**src/rtl/pvdev_pkg.sv**
```systemverilog
// Shared constants for the paravirtual PCI I/O register file.
// Assumes: byte-addressed window, right-aligned register data.
package pvdev_pkg;
    // Register byte offsets (fixed by the host driver ABI)
    localparam logic [7:0] OFF_HOST_FEAT  = 8'd0;
    localparam logic [7:0] OFF_GUEST_FEAT = 8'd4;
    localparam logic [7:0] OFF_QFRAME     = 8'd8;
    localparam logic [7:0] OFF_QDEPTH     = 8'd12;
    localparam logic [7:0] OFF_QSEL       = 8'd14;
    localparam logic [7:0] OFF_QKICK      = 8'd16;
    localparam logic [7:0] OFF_STATUS     = 8'd18;
    localparam logic [7:0] OFF_INTSTAT    = 8'd19;
    localparam logic [7:0] OFF_VEC_CFG    = 8'd20;
    localparam logic [7:0] OFF_VEC_QUEUE  = 8'd22;
    // Start of device-specific space without / with MSI-X
    localparam logic [7:0] DEVSPACE_PLAIN = 8'd20;
    localparam logic [7:0] DEVSPACE_MSIX  = 8'd24;

    localparam int         FRAME_SHIFT    = 12;
    localparam int         VEC_W          = 16;
    localparam logic [VEC_W-1:0] VEC_NONE = 16'hFFFF;

    localparam int INT_QUEUE_BIT = 0;
    localparam int INT_CFG_BIT   = 1;
endpackage

```
**src/rtl/pvdev_intstat.sv**
```systemverilog
// Read-to-clear interrupt status byte.
// Bit 0 records queue events, bit 1 records config changes. A clearing
// read and a set event in the same cycle leave the new event set.
// Assumes: rd_clr is high for exactly the cycle of the status read.
module pvdev_intstat
    import pvdev_pkg::*;
(
    input  logic       clk,
    input  logic       rst_n,
    input  logic       rd_clr,
    input  logic       dev_reset,
    input  logic       q_evt,
    input  logic       cfg_evt,
    output logic [7:0] stat
);
    logic [7:0] set_bits;

    // Gather the set events into their bit positions
    always_comb begin
        set_bits                = '0;
        set_bits[INT_QUEUE_BIT] = q_evt;
        set_bits[INT_CFG_BIT]   = cfg_evt;
    end

    // Clear on read or device reset, then merge in new events
    always_ff @(posedge clk) begin
        if (!rst_n) stat <= '0;
        else        stat <= ((rd_clr || dev_reset) ? 8'h00 : stat) | set_bits;
    end

    // a clearing read with no new event empties the byte
    assert_isr_clear_R8: assert property (@(posedge clk) disable iff (!rst_n)
        (rd_clr && !q_evt && !cfg_evt) |=> (stat == 8'h00));
    // a config event survives a simultaneous clear
    assert_isr_keep_R8: assert property (@(posedge clk) disable iff (!rst_n)
        cfg_evt |=> stat[INT_CFG_BIT]);
endmodule

```
**src/rtl/pvdev_queue_bank.sv**
```systemverilog
// Per-queue banked state: page-frame number and MSI-X vector.
// The selector picks one bank for read and write. Selectors at or
// above NUM_Q reach no bank and read back as zero / no-vector.
// Assumes: NUM_Q >= 2, SEL_W wide enough to name every queue.
module pvdev_queue_bank
    import pvdev_pkg::*;
#(
    parameter int NUM_Q   = 4,
    parameter int FRAME_W = 32,
    parameter int SEL_W   = 16
) (
    input  logic               clk,
    input  logic               rst_n,
    input  logic [SEL_W-1:0]   sel,
    input  logic               dev_reset,
    input  logic               frame_we,
    input  logic [FRAME_W-1:0] frame_wdata,
    input  logic               vec_we,
    input  logic [VEC_W-1:0]   vec_wdata,
    output logic               sel_valid,
    output logic [FRAME_W-1:0] frame_rd,
    output logic [VEC_W-1:0]   vec_rd
);
    localparam int IDX_W = $clog2(NUM_Q);

    logic [IDX_W-1:0]           idx;
    logic [FRAME_W-1:0]         frame_q [NUM_Q];
    logic [VEC_W-1:0]           vec_q   [NUM_Q];
    logic [NUM_Q*FRAME_W-1:0]   frame_flat;

    assign sel_valid = (sel < SEL_W'(NUM_Q));
    assign idx       = sel[IDX_W-1:0];

    for (genvar q = 0; q < NUM_Q; q++) begin : g_bank
        // Hold this queue's frame number and vector
        always_ff @(posedge clk) begin
            if (!rst_n || dev_reset) begin
                frame_q[q] <= '0;
                vec_q[q]   <= VEC_NONE;
            end else if (sel_valid && idx == IDX_W'(q)) begin
                if (frame_we) frame_q[q] <= frame_wdata;
                if (vec_we)   vec_q[q]   <= vec_wdata;
            end
        end
        assign frame_flat[q*FRAME_W +: FRAME_W] = frame_q[q];
    end

    // Read mux for the selected bank
    always_comb begin
        frame_rd = '0;
        vec_rd   = VEC_NONE;
        for (int q = 0; q < NUM_Q; q++) begin
            if (sel_valid && idx == IDX_W'(q)) begin
                frame_rd = frame_q[q];
                vec_rd   = vec_q[q];
            end
        end
    end

    // out-of-range selector leaves every frame unchanged
    assert_oob_frame_R5: assert property (@(posedge clk) disable iff (!rst_n)
        (frame_we && !sel_valid && !dev_reset) |=> $stable(frame_flat));
    // device reset zeroes every frame number
    assert_reset_frames_R12: assert property (@(posedge clk) disable iff (!rst_n)
        dev_reset |=> (frame_flat == '0));
endmodule

```
**src/rtl/pvdev_ioregs.sv**
```systemverilog
// I/O register file of a legacy paravirtual PCI device.
// Decodes the common header and keeps features, status and selector.
// Banks per-queue state through pvdev_queue_bank and keeps the
// interrupt status in pvdev_intstat. Accesses at or above the
// device-space base go out on the dev_* port with a rebased address.
// Assumes: aligned accesses, data right-aligned, one strobe at a time.
module pvdev_ioregs
    import pvdev_pkg::*;
#(
    parameter int ADDR_W  = 8,
    parameter int DATA_W  = 32,
    parameter int NUM_Q   = 4,
    parameter int QDEPTH  = 256,
    parameter int FRAME_W = 32,
    parameter int SEL_W   = 16
) (
    input  logic                         clk,
    input  logic                         rst_n,
    input  logic [ADDR_W-1:0]            bus_addr,
    input  logic [1:0]                   bus_size,
    input  logic                         bus_wr,
    input  logic                         bus_rd,
    input  logic [DATA_W-1:0]            bus_wdata,
    output logic [DATA_W-1:0]            bus_rdata,
    input  logic [DATA_W-1:0]            host_feat_i,
    input  logic                         msix_en_i,
    input  logic                         q_irq_i,
    input  logic                         cfg_chg_i,
    output logic                         irq_o,
    output logic                         notify_o,
    output logic [SEL_W-1:0]             notify_idx_o,
    output logic [FRAME_W+FRAME_SHIFT-1:0] ring_addr_o,
    output logic [DATA_W-1:0]            guest_feat_o,
    output logic [7:0]                   dev_status_o,
    output logic                         dev_wr_o,
    output logic                         dev_rd_o,
    output logic [ADDR_W-1:0]            dev_addr_o,
    output logic [1:0]                   dev_size_o,
    output logic [DATA_W-1:0]            dev_wdata_o,
    input  logic [DATA_W-1:0]            dev_rdata_i
);
    localparam logic [ADDR_W-1:0] A_HOST  = ADDR_W'(OFF_HOST_FEAT);
    localparam logic [ADDR_W-1:0] A_GUEST = ADDR_W'(OFF_GUEST_FEAT);
    localparam logic [ADDR_W-1:0] A_FRAME = ADDR_W'(OFF_QFRAME);
    localparam logic [ADDR_W-1:0] A_DEPTH = ADDR_W'(OFF_QDEPTH);
    localparam logic [ADDR_W-1:0] A_SEL   = ADDR_W'(OFF_QSEL);
    localparam logic [ADDR_W-1:0] A_KICK  = ADDR_W'(OFF_QKICK);
    localparam logic [ADDR_W-1:0] A_STAT  = ADDR_W'(OFF_STATUS);
    localparam logic [ADDR_W-1:0] A_INT   = ADDR_W'(OFF_INTSTAT);
    localparam logic [ADDR_W-1:0] A_VCFG  = ADDR_W'(OFF_VEC_CFG);
    localparam logic [ADDR_W-1:0] A_VQ    = ADDR_W'(OFF_VEC_QUEUE);
    localparam logic [ADDR_W-1:0] B_PLAIN = ADDR_W'(DEVSPACE_PLAIN);
    localparam logic [ADDR_W-1:0] B_MSIX  = ADDR_W'(DEVSPACE_MSIX);

    logic [DATA_W-1:0]  guest_feat;
    logic [7:0]         status;
    logic [SEL_W-1:0]   qsel;
    logic [VEC_W-1:0]   cfg_vec;
    logic [7:0]         int_stat;
    logic [ADDR_W-1:0]  dev_base;
    logic               in_dev;
    logic               hdr_wr;
    logic               dev_reset;
    logic               sel_valid;
    logic [FRAME_W-1:0] frame_rd;
    logic [VEC_W-1:0]   qvec_rd;

    // Locate the device-space boundary and classify the access
    assign dev_base  = msix_en_i ? B_MSIX : B_PLAIN;
    assign in_dev    = (bus_addr >= dev_base);
    assign hdr_wr    = bus_wr && !in_dev;
    assign dev_reset = hdr_wr && (bus_addr == A_STAT) && (bus_wdata[7:0] == 8'h00);

    // Header registers owned directly by this level
    always_ff @(posedge clk) begin
        if (!rst_n) begin
            guest_feat <= '0;
            status     <= '0;
            qsel       <= '0;
            cfg_vec    <= VEC_NONE;
        end else begin
            if (hdr_wr && bus_addr == A_GUEST) guest_feat <= bus_wdata;
            if (hdr_wr && bus_addr == A_SEL)   qsel       <= bus_wdata[SEL_W-1:0];
            if (hdr_wr && bus_addr == A_STAT)  status     <= bus_wdata[7:0];
            if (hdr_wr && msix_en_i && bus_addr == A_VCFG)
                cfg_vec <= bus_wdata[VEC_W-1:0];
            if (dev_reset) begin
                guest_feat <= '0;
                cfg_vec    <= VEC_NONE;
            end
        end
    end

    // One-cycle notify pulse carrying the written queue index
    always_ff @(posedge clk) begin
        if (!rst_n) begin
            notify_o     <= 1'b0;
            notify_idx_o <= '0;
        end else begin
            notify_o <= hdr_wr && (bus_addr == A_KICK);
            if (hdr_wr && bus_addr == A_KICK) notify_idx_o <= bus_wdata[SEL_W-1:0];
        end
    end

    pvdev_queue_bank #(
        .NUM_Q   (NUM_Q),
        .FRAME_W (FRAME_W),
        .SEL_W   (SEL_W)
    ) u_bank (
        .clk         (clk),
        .rst_n       (rst_n),
        .sel         (qsel),
        .dev_reset   (dev_reset),
        .frame_we    (hdr_wr && bus_addr == A_FRAME),
        .frame_wdata (bus_wdata[FRAME_W-1:0]),
        .vec_we      (hdr_wr && msix_en_i && bus_addr == A_VQ),
        .vec_wdata   (bus_wdata[VEC_W-1:0]),
        .sel_valid   (sel_valid),
        .frame_rd    (frame_rd),
        .vec_rd      (qvec_rd)
    );

    pvdev_intstat u_int (
        .clk       (clk),
        .rst_n     (rst_n),
        .rd_clr    (bus_rd && !in_dev && bus_addr == A_INT),
        .dev_reset (dev_reset),
        .q_evt     (q_irq_i),
        .cfg_evt   (cfg_chg_i),
        .stat      (int_stat)
    );

    // Read-data mux: device space first, then the header registers
    always_comb begin
        bus_rdata = '0;
        if (in_dev) begin
            bus_rdata = dev_rdata_i;
        end else begin
            case (bus_addr)
                A_HOST:  bus_rdata = host_feat_i;
                A_GUEST: bus_rdata = guest_feat;
                A_FRAME: bus_rdata = DATA_W'(frame_rd);
                A_DEPTH: bus_rdata = sel_valid ? DATA_W'(QDEPTH) : '0;
                A_SEL:   bus_rdata = DATA_W'(qsel);
                A_STAT:  bus_rdata = DATA_W'(status);
                A_INT:   bus_rdata = DATA_W'(int_stat);
                A_VCFG:  bus_rdata = DATA_W'(cfg_vec);
                A_VQ:    bus_rdata = DATA_W'(qvec_rd);
                default: bus_rdata = '0;
            endcase
        end
    end

    // Device-space forwarding and remaining outputs
    assign dev_wr_o     = bus_wr && in_dev;
    assign dev_rd_o     = bus_rd && in_dev;
    assign dev_addr_o   = bus_addr - dev_base;
    assign dev_size_o   = bus_size;
    assign dev_wdata_o  = bus_wdata;
    assign irq_o        = (|int_stat) && !msix_en_i;
    assign ring_addr_o  = {frame_rd, {FRAME_SHIFT{1'b0}}};
    assign guest_feat_o = guest_feat;
    assign dev_status_o = status;

    // a notify pulse only follows a header write
    assert_notify_src_R7: assert property (@(posedge clk) disable iff (!rst_n)
        notify_o |-> $past(bus_wr));
    // no level interrupt while MSI-X is on
    assert_irq_gate_R9: assert property (@(posedge clk) disable iff (!rst_n)
        msix_en_i |-> !irq_o);
    // device reset restores the config vector
    assert_vec_reset_R12: assert property (@(posedge clk) disable iff (!rst_n)
        dev_reset |=> (cfg_vec == VEC_NONE));
    // forwarded reads never hit the common header
    assert_fwd_range_R11: assert property (@(posedge clk) disable iff (!rst_n)
        dev_rd_o |-> (bus_addr >= B_PLAIN));
endmodule

```
**config.mk**
```make
export PLATFORM = sky130hd
export DESIGN_NAME = pvdev_ioregs
export DESIGN_NICKNAME = d
export VERILOG_FILES = /design/src/rtl/pvdev_pkg.sv /design/src/rtl/pvdev_intstat.sv /design/src/rtl/pvdev_queue_bank.sv /design/src/rtl/pvdev_ioregs.sv
export SDC_FILE = /design/constraint.sdc
export NUM_CORES = 1
export LEC_CHECK = 0
export BUFFER_PORTS_ARGS = -buffer_cell sky130_fd_sc_hd__buf_4
export CAP_MARGIN = 40
export CORE_ASPECT_RATIO = 1.1
export CORE_MARGIN = 3
export CORE_UTILIZATION = 50
export CTS_CLUSTER_DIAMETER = 120
export DETAILED_ROUTE_END_ITERATION = 10
export GPL_ROUTABILITY_DRIVEN = 0
export PLACE_DENSITY = 0.74
export RECOVER_POWER = 25
export REMOVE_ABC_BUFFERS = 1
export SKIP_LAST_GASP = 1
export SYNTH_ARGS = -nofsm -noshare
export SYNTH_HDL_FRONTEND = slang
export SYNTH_SLANG_ARGS = --single-unit
```
**constraint.sdc**
```tcl
create_clock -name clk -period 12.9 [get_ports clk]
set_input_delay 1.29 -clock clk [delete_from_list [all_inputs] [get_ports clk]]
set_output_delay 1.29 -clock clk [all_outputs]
set_load 0.02 [all_outputs]
```
## Word level (Yosys, flattened, before mapping)

Memories as Yosys holds them, arrays and structs flattened.
Cells that the tools add are included.

| word-level totals | value |
|---|---|
| memories kept | 2 |
| register bits | 97 |
| input port bits | 113 |
| output and inout bits | 178 |
| RAM bits | 192 |

Memories:

| name | depth | bits a word | read ports | clocked after memory_dff | wr ports | line | RTL |
|---|---|---|---|---|---|---|---|
| u_bank.frame_q | 4 | 32 | 4 | 0 | 4 | pvdev_queue_bank.sv:27 | `logic [FRAME_W-1:0] frame_q [NUM_Q];` |
| u_bank.vec_q | 4 | 16 | 4 | 0 | 4 | pvdev_queue_bank.sv:28 | `logic [VEC_W-1:0] vec_q [NUM_Q];` |

| operators by class | value |
|---|---|
| equality and inequality tests | 12 |
| reductions and logical operators | 29 |
| add/sub/neg operators | 1 |
| $lt $le $gt $ge | 2 |
| mux-type cells | 49 |
| bitwise logic cells | 10 |

Operators with widths:

| kind | count |
|---|---|
| two-way mux 32 bit | 9 |
| one-hot mux 32 bit (9 select lines) | 1 |
| two-way mux 16 bit | 8 |
| == test 8 x 5 -> 1 bit, second input constant | 5 |
| two-way mux 1 bit | 28 |
| == test 8 x 4 -> 1 bit, second input constant | 3 |
| logical AND 1 bit | 19 |
| zero test 8 bit | 2 |
| < comparator 16 x 3 -> 1 bit, second input constant | 1 |
| two-way mux 9 bit | 1 |
| == test 8 x 3 -> 1 bit, second input constant | 1 |
| >= comparator 8 x 5 -> 1 bit | 1 |
| two-way mux 8 bit | 1 |
| bitwise OR 1 bit | 8 |
| bitwise OR 8 x 2 -> 8 bit | 1 |
| OR reduction 8 bit | 1 |
| subtractor 8 x 5 -> 8 bit | 1 |
| == test 2 bit, second input constant | 2 |
| two-way mux 4 bit | 1 |
| zero test 1 bit | 3 |
| == test 2 x 1 -> 1 bit, second input constant | 1 |
| zero test 2 bit | 1 |
| logical OR 1 bit | 2 |
| OR reduction 2 bit | 1 |
| NOT 1 bit | 1 |

## Logic depth before layout (Yosys ltp)

| depth | value |
|---|---|
| word-level depth | 11 |
| mapped depth | 13 |
| gate-level depth less buffers | 8 |

## Modules after synthesis

A second synthesis with hierarchy kept.

| unflattened totals | value |
|---|---|
| cells, all modules | 1308 |
| area, all modules | 14267.4 µm² |

By module, submodules not included:

| module | cells an instance | sequential area each (µm²) | area an instance (µm²) | instances |
|---|---|---|---|---|
| pvdev_queue_bank | 628 | 5765.5 | 8844.7 | 1 |
| pvdev_ioregs | 665 | 1781.7 | 5303.8 | 1 |
| pvdev_intstat | 15 | 40.0 | 118.9 | 1 |

## Worst setup path before layout

No wires, ideal clock.

| timing | value |
|---|---|
| path type | input to register |
| from | input bus_addr[5] |
| to | memory u_bank.frame_q[0][0] (enable) |
| data arrival time | 5.032 ns |
| stages on the path | 6 |
| setup slack | 7.398 ns |
| cell sequence | nor3_1 -> and4_1 -> nor2b_1 -> clkbuf_1 -> nand2_1 -> o31ai_1 |

RTL lines:

| element | line | RTL |
|---|---|---|
| start: declaration | pvdev_ioregs.sv:19 | `input logic [ADDR_W-1:0] bus_addr,` |
| end: declaration | pvdev_queue_bank.sv:27 |  |

## Worst setup path in the final report

| timing | value |
|---|---|
| from | input bus_addr[2] |
| to | output bus_rdata[9] |

| on the way | value |
|---|---|
| cells in the longest elaborated chain, start to end | 3 |

Ends and longest elaborated chain:

| element | line | RTL |
|---|---|---|
| == test 8 x 5 -> 1 bit (tied with other cells) | pvdev_ioregs.sv:139 | `case (bus_addr)` |
| one-hot mux 32 bit (9 select lines) | pvdev_ioregs.sv:139 |  |
| two-way mux 32 bit (*) | pvdev_ioregs.sv:136 | `if (in_dev) begin` |
| end: declaration | pvdev_ioregs.sv:24 | `output logic [DATA_W-1:0] bus_rdata,` |

Mark *: on every way between the ends. The rest lies on a longest branch, timed or not.

==> flow_metrics.env <==
export IMPL_status="finished with violations"
export IMPL_violations="max-capacitance violations, max-slew violations"
export IMPL_grt_pass1_vias=10260
export IMPL_yosysWarnings=0
export IMPL_groute_usage_overall_pct=25.92
export IMPL_power_leakage_nw=5.843
export IMPL_hold_buffers=0
export IMPL_pwr_share_comb_pct=9.7
export IMPL_drt_wirelength_per_cell_um=22.06
export IMPL_dieArea_mm2=0.02986
export IMPL_r2r_cells=7
export IMPL_period_share_pct=41.53
export IMPL_syn_inst=1218
export IMPL_hold_path_class="flop to flop"
export IMPL_vias=10370
export IMPL_period_needed_ps=5357
export IMPL_cts_buffers=29
export IMPL_cts_tree="built"
export IMPL_dpl_hpwl_um=26210
export IMPL_rsz0062_at_grt="false"
export IMPL_dieWidth_um=165.0
export IMPL_multi_input_area_mm2=0.005677
export IMPL_die_y_um=180.9
export IMPL_grt_max_degree=58
export IMPL_start_util_pct=51.15
export IMPL_max_freq_mhz=186.7
export IMPL_slowest_stage="a211o_1"
export IMPL_layout_nets=1530
export IMPL_arrival_ps=4070
export IMPL_fin_tns_setup_ps=0
export IMPL_drive_above_1_share_pct=27.77
export IMPL_n_antenna_cell=0
export IMPL_worstHoldPathCells=2
export IMPL_ir_drop_mv=0.09131
export IMPL_relSlewSlack_pct=-8.882
export IMPL_maxCapViolCount=3
export IMPL_powerDensity_mw_per_mm2=119.4
export IMPL_switching_share_pct=22.98
export IMPL_grt_overflow_total=0
export IMPL_ys_seq_area_share_pct=54.54
export IMPL_drtPass1Iterations=6
export IMPL_cts_setup_buffers=0
export IMPL_drv_slew=98
export IMPL_ys_seq_elements=283
export IMPL_power_frac_clock_pct=40.9
export IMPL_dpl_worst_slack_ps=7559
export IMPL_fillers=2214
export IMPL_grt_pass1_wl_um=59890
export IMPL_clk_latency_ps=550
export IMPL_ioPinCount=291
export IMPL_avgViaCountPerCell=5.782
export IMPL_syn_avg_cell_area_um2=11.42
export IMPL_path_cells="buf_4 > inv_1 > ha_1 > fa_1 > nor2b_1 > a211o_1 > nor3_2 > buf_6 > a311oi_1 > buf_4"
export IMPL_setup_ws_ps=7543
export IMPL_p_seq_share_pct=49.4
export IMPL_core_area_mm2=0.02719
export IMPL_antenna_left=0
export IMPL_clk_pin_slew_worst_paths_ps=60
export IMPL_startpoint="bus_addr[2]"
export IMPL_worstPathRequired_ps=11610
export IMPL_synth_ff_type="edfxtp_1"
export IMPL_cp_end_kind="primary output"
export IMPL_drtIter0Drc=1199
export IMPL_worstReg2RegStart="qsel[11]"
export IMPL_ys_types=53
export IMPL_cts_root_buf="clkbuf_16"
export IMPL_layout_common_cells="buf_4, edfxtp_1, nand2_1, and2_1, clkbuf_1"
export IMPL_htreeDepth=1
export IMPL_finalWirelength_um=39580
export IMPL_crit_path_max_fanout=21
export IMPL_p_total_mw=1.999
export IMPL_max_stage_delay_ps=490
export IMPL_async_flop_share_pct=0
export IMPL_synth_area_mm2=0.01391
export IMPL_final_hold_viol_count=0
export IMPL_p_sw_uw=459.3
export IMPL_synth_edff_count=192
export IMPL_postLayoutCoreUtil_pct=61.57
export IMPL_p_int_mw=1.540
export IMPL_antenna_found_initial=2
export IMPL_crit_type="primary input to primary output"
export IMPL_drcViolationCount=0
export IMPL_cts_resized=0
export IMPL_mostFrequentLayoutCell="buf_4"
export IMPL_ff_latch_area_mm2=0.007592
export IMPL_setup_viol=0
export IMPL_area_delta_synth_final_pct=20.37
export IMPL_cpMostUsedCell="buf_4"
export IMPL_tightest_slew_ps=1633
export IMPL_cts_sinks=283
export IMPL_cp_start_kind="primary input"
export IMPL_core_rowCount=63
export IMPL_skew_ps=12.72
export IMPL_holdCritStartpoint="guest_feat_o[29]"
export IMPL_port_buffers=274
export IMPL_clockBufferDepth=3
metal layers:
layer  GRT usage, %  part of all wire, %
met5              0                0.068
met4          8.456                  2.7
met3          4.380                  8.1
met2          42.46                   49
met1          35.17                   40
worst max-delay path: cells and delay by family:
family | cells | cell delay [ps]
AOI/OAI and AO/OA | 2 | 830
buffers and inverters | 4 | 760
adders and majority gates | 2 | 640
and+or+nand+nor | 2 | 530
state kept, by name, summed over array words and instances (netlist names):
signal	cells
u_bank.frame_q	128
u_bank.vec_q	64
guest_feat_o	32
cfg_vec	16
notify_idx_o	16
qsel	16
dev_status_o	8
u_int.stat	2
notify_o	1
power groups by stage:
| stage | registers (mW) | logic [mW] | clock network [mW] |
|---|---|---|---|
| 6_report | 0.988 | 0.194 | 0.817 |
| 5_1_grt | 0.989 | 0.206 | 0.863 |
| 4_1_cts | 0.988 | 0.197 | 0.829 |
| 3_5_place_dp | 1.01 | 0.196 | 0 |
| 3_3_place_gp | 1.01 | 0.192 | 0 |
| 2_1_floorplan | 1.01 | 0.0774 | 0 |
cells by family after synthesis:
group | Yosys count | share of synthesized area, %
flops | 283 | 54.54
simple gates | 525 | 20.40
fa+ha+maj | 3 | 0.3238
xor+xnor | 4 | 0.2519
other cells | 1 | 0.02696
mux | 103 | 11.73
buf+inv | 158 | 5.693
compound gates | 141 | 7.034
synth_stat cells, types with 2 or more instances:
library cell	count	area [µm²]
a2111oi_0	2	17.52
a211oi_1	2	15.01
a21oi_1	34	170.2
a221oi_1	15	131.4
a222oi_1	16	160.2
a22o_1	7	61.31
a311oi_1	14	122.6
and2_1	133	832.1
and3_1	2	12.51
and4_1	5	43.79
buf_1	9	33.78
buf_2	12	60.06
buf_4	49	367.9
clkbuf_1	82	307.8
dfxtp_1	91	1822
edfxtp_1	192	5766
ha_1	2	25.02
inv_1	6	22.52
mux2i_1	55	550.5
mux4_2	48	1081
nand2_1	158	593.1
nand2b_1	6	37.54
nand3_1	19	95.09
nand4_1	7	43.79
nor2_1	28	105.1
nor2b_1	77	481.7
nor3_1	8	40.04
nor4_1	6	37.54
nor4b_1	2	17.52
o211ai_1	8	60.06
o21a_1	2	15.01
o21ai_0	33	165.2
or2_2	64	400.4
or4_1	3	22.52
xnor2_1	2	17.52
xor2_1	2	17.52
stage by stage:
| stage | cell area [µm²] | hold slack, ps | cells |
|---|---|---|---|
| 5_1_grt | 16740 | 486.5 | 1794 |
| 3_5_place_dp | 16130 | 454.8 | 1740 |
| 6_report | 16740 | 469.5 | 1794 |
| 3_3_place_gp | 15960 | 450.5 | 1729 |
| 2_1_floorplan | 13180 | 440.4 | 1077 |
| 4_1_cts | 17050 | 469.6 | 1794 |
path summary, 6_finish.rpt:
path	endpoint	slack, ps
max	bus_rdata[9]	7540
min	guest_feat_o[29]	470
max reg2reg	u_bank.frame_q[3][2]	9230
min reg2reg	guest_feat_o[29]	470
final cells by class:
type                            instances  area share, %
Timing Repair Buffer                  306          12.43
Clock inverter                          9         0.5903
Tap cell                              357          2.668
Multi-Input combinational cell        788          33.90
Inverter                                6         0.1345
Clock buffer                           45          4.932
Sequential cell                       283          45.34
No activity file was read; power rests on OpenSTA's default activity.
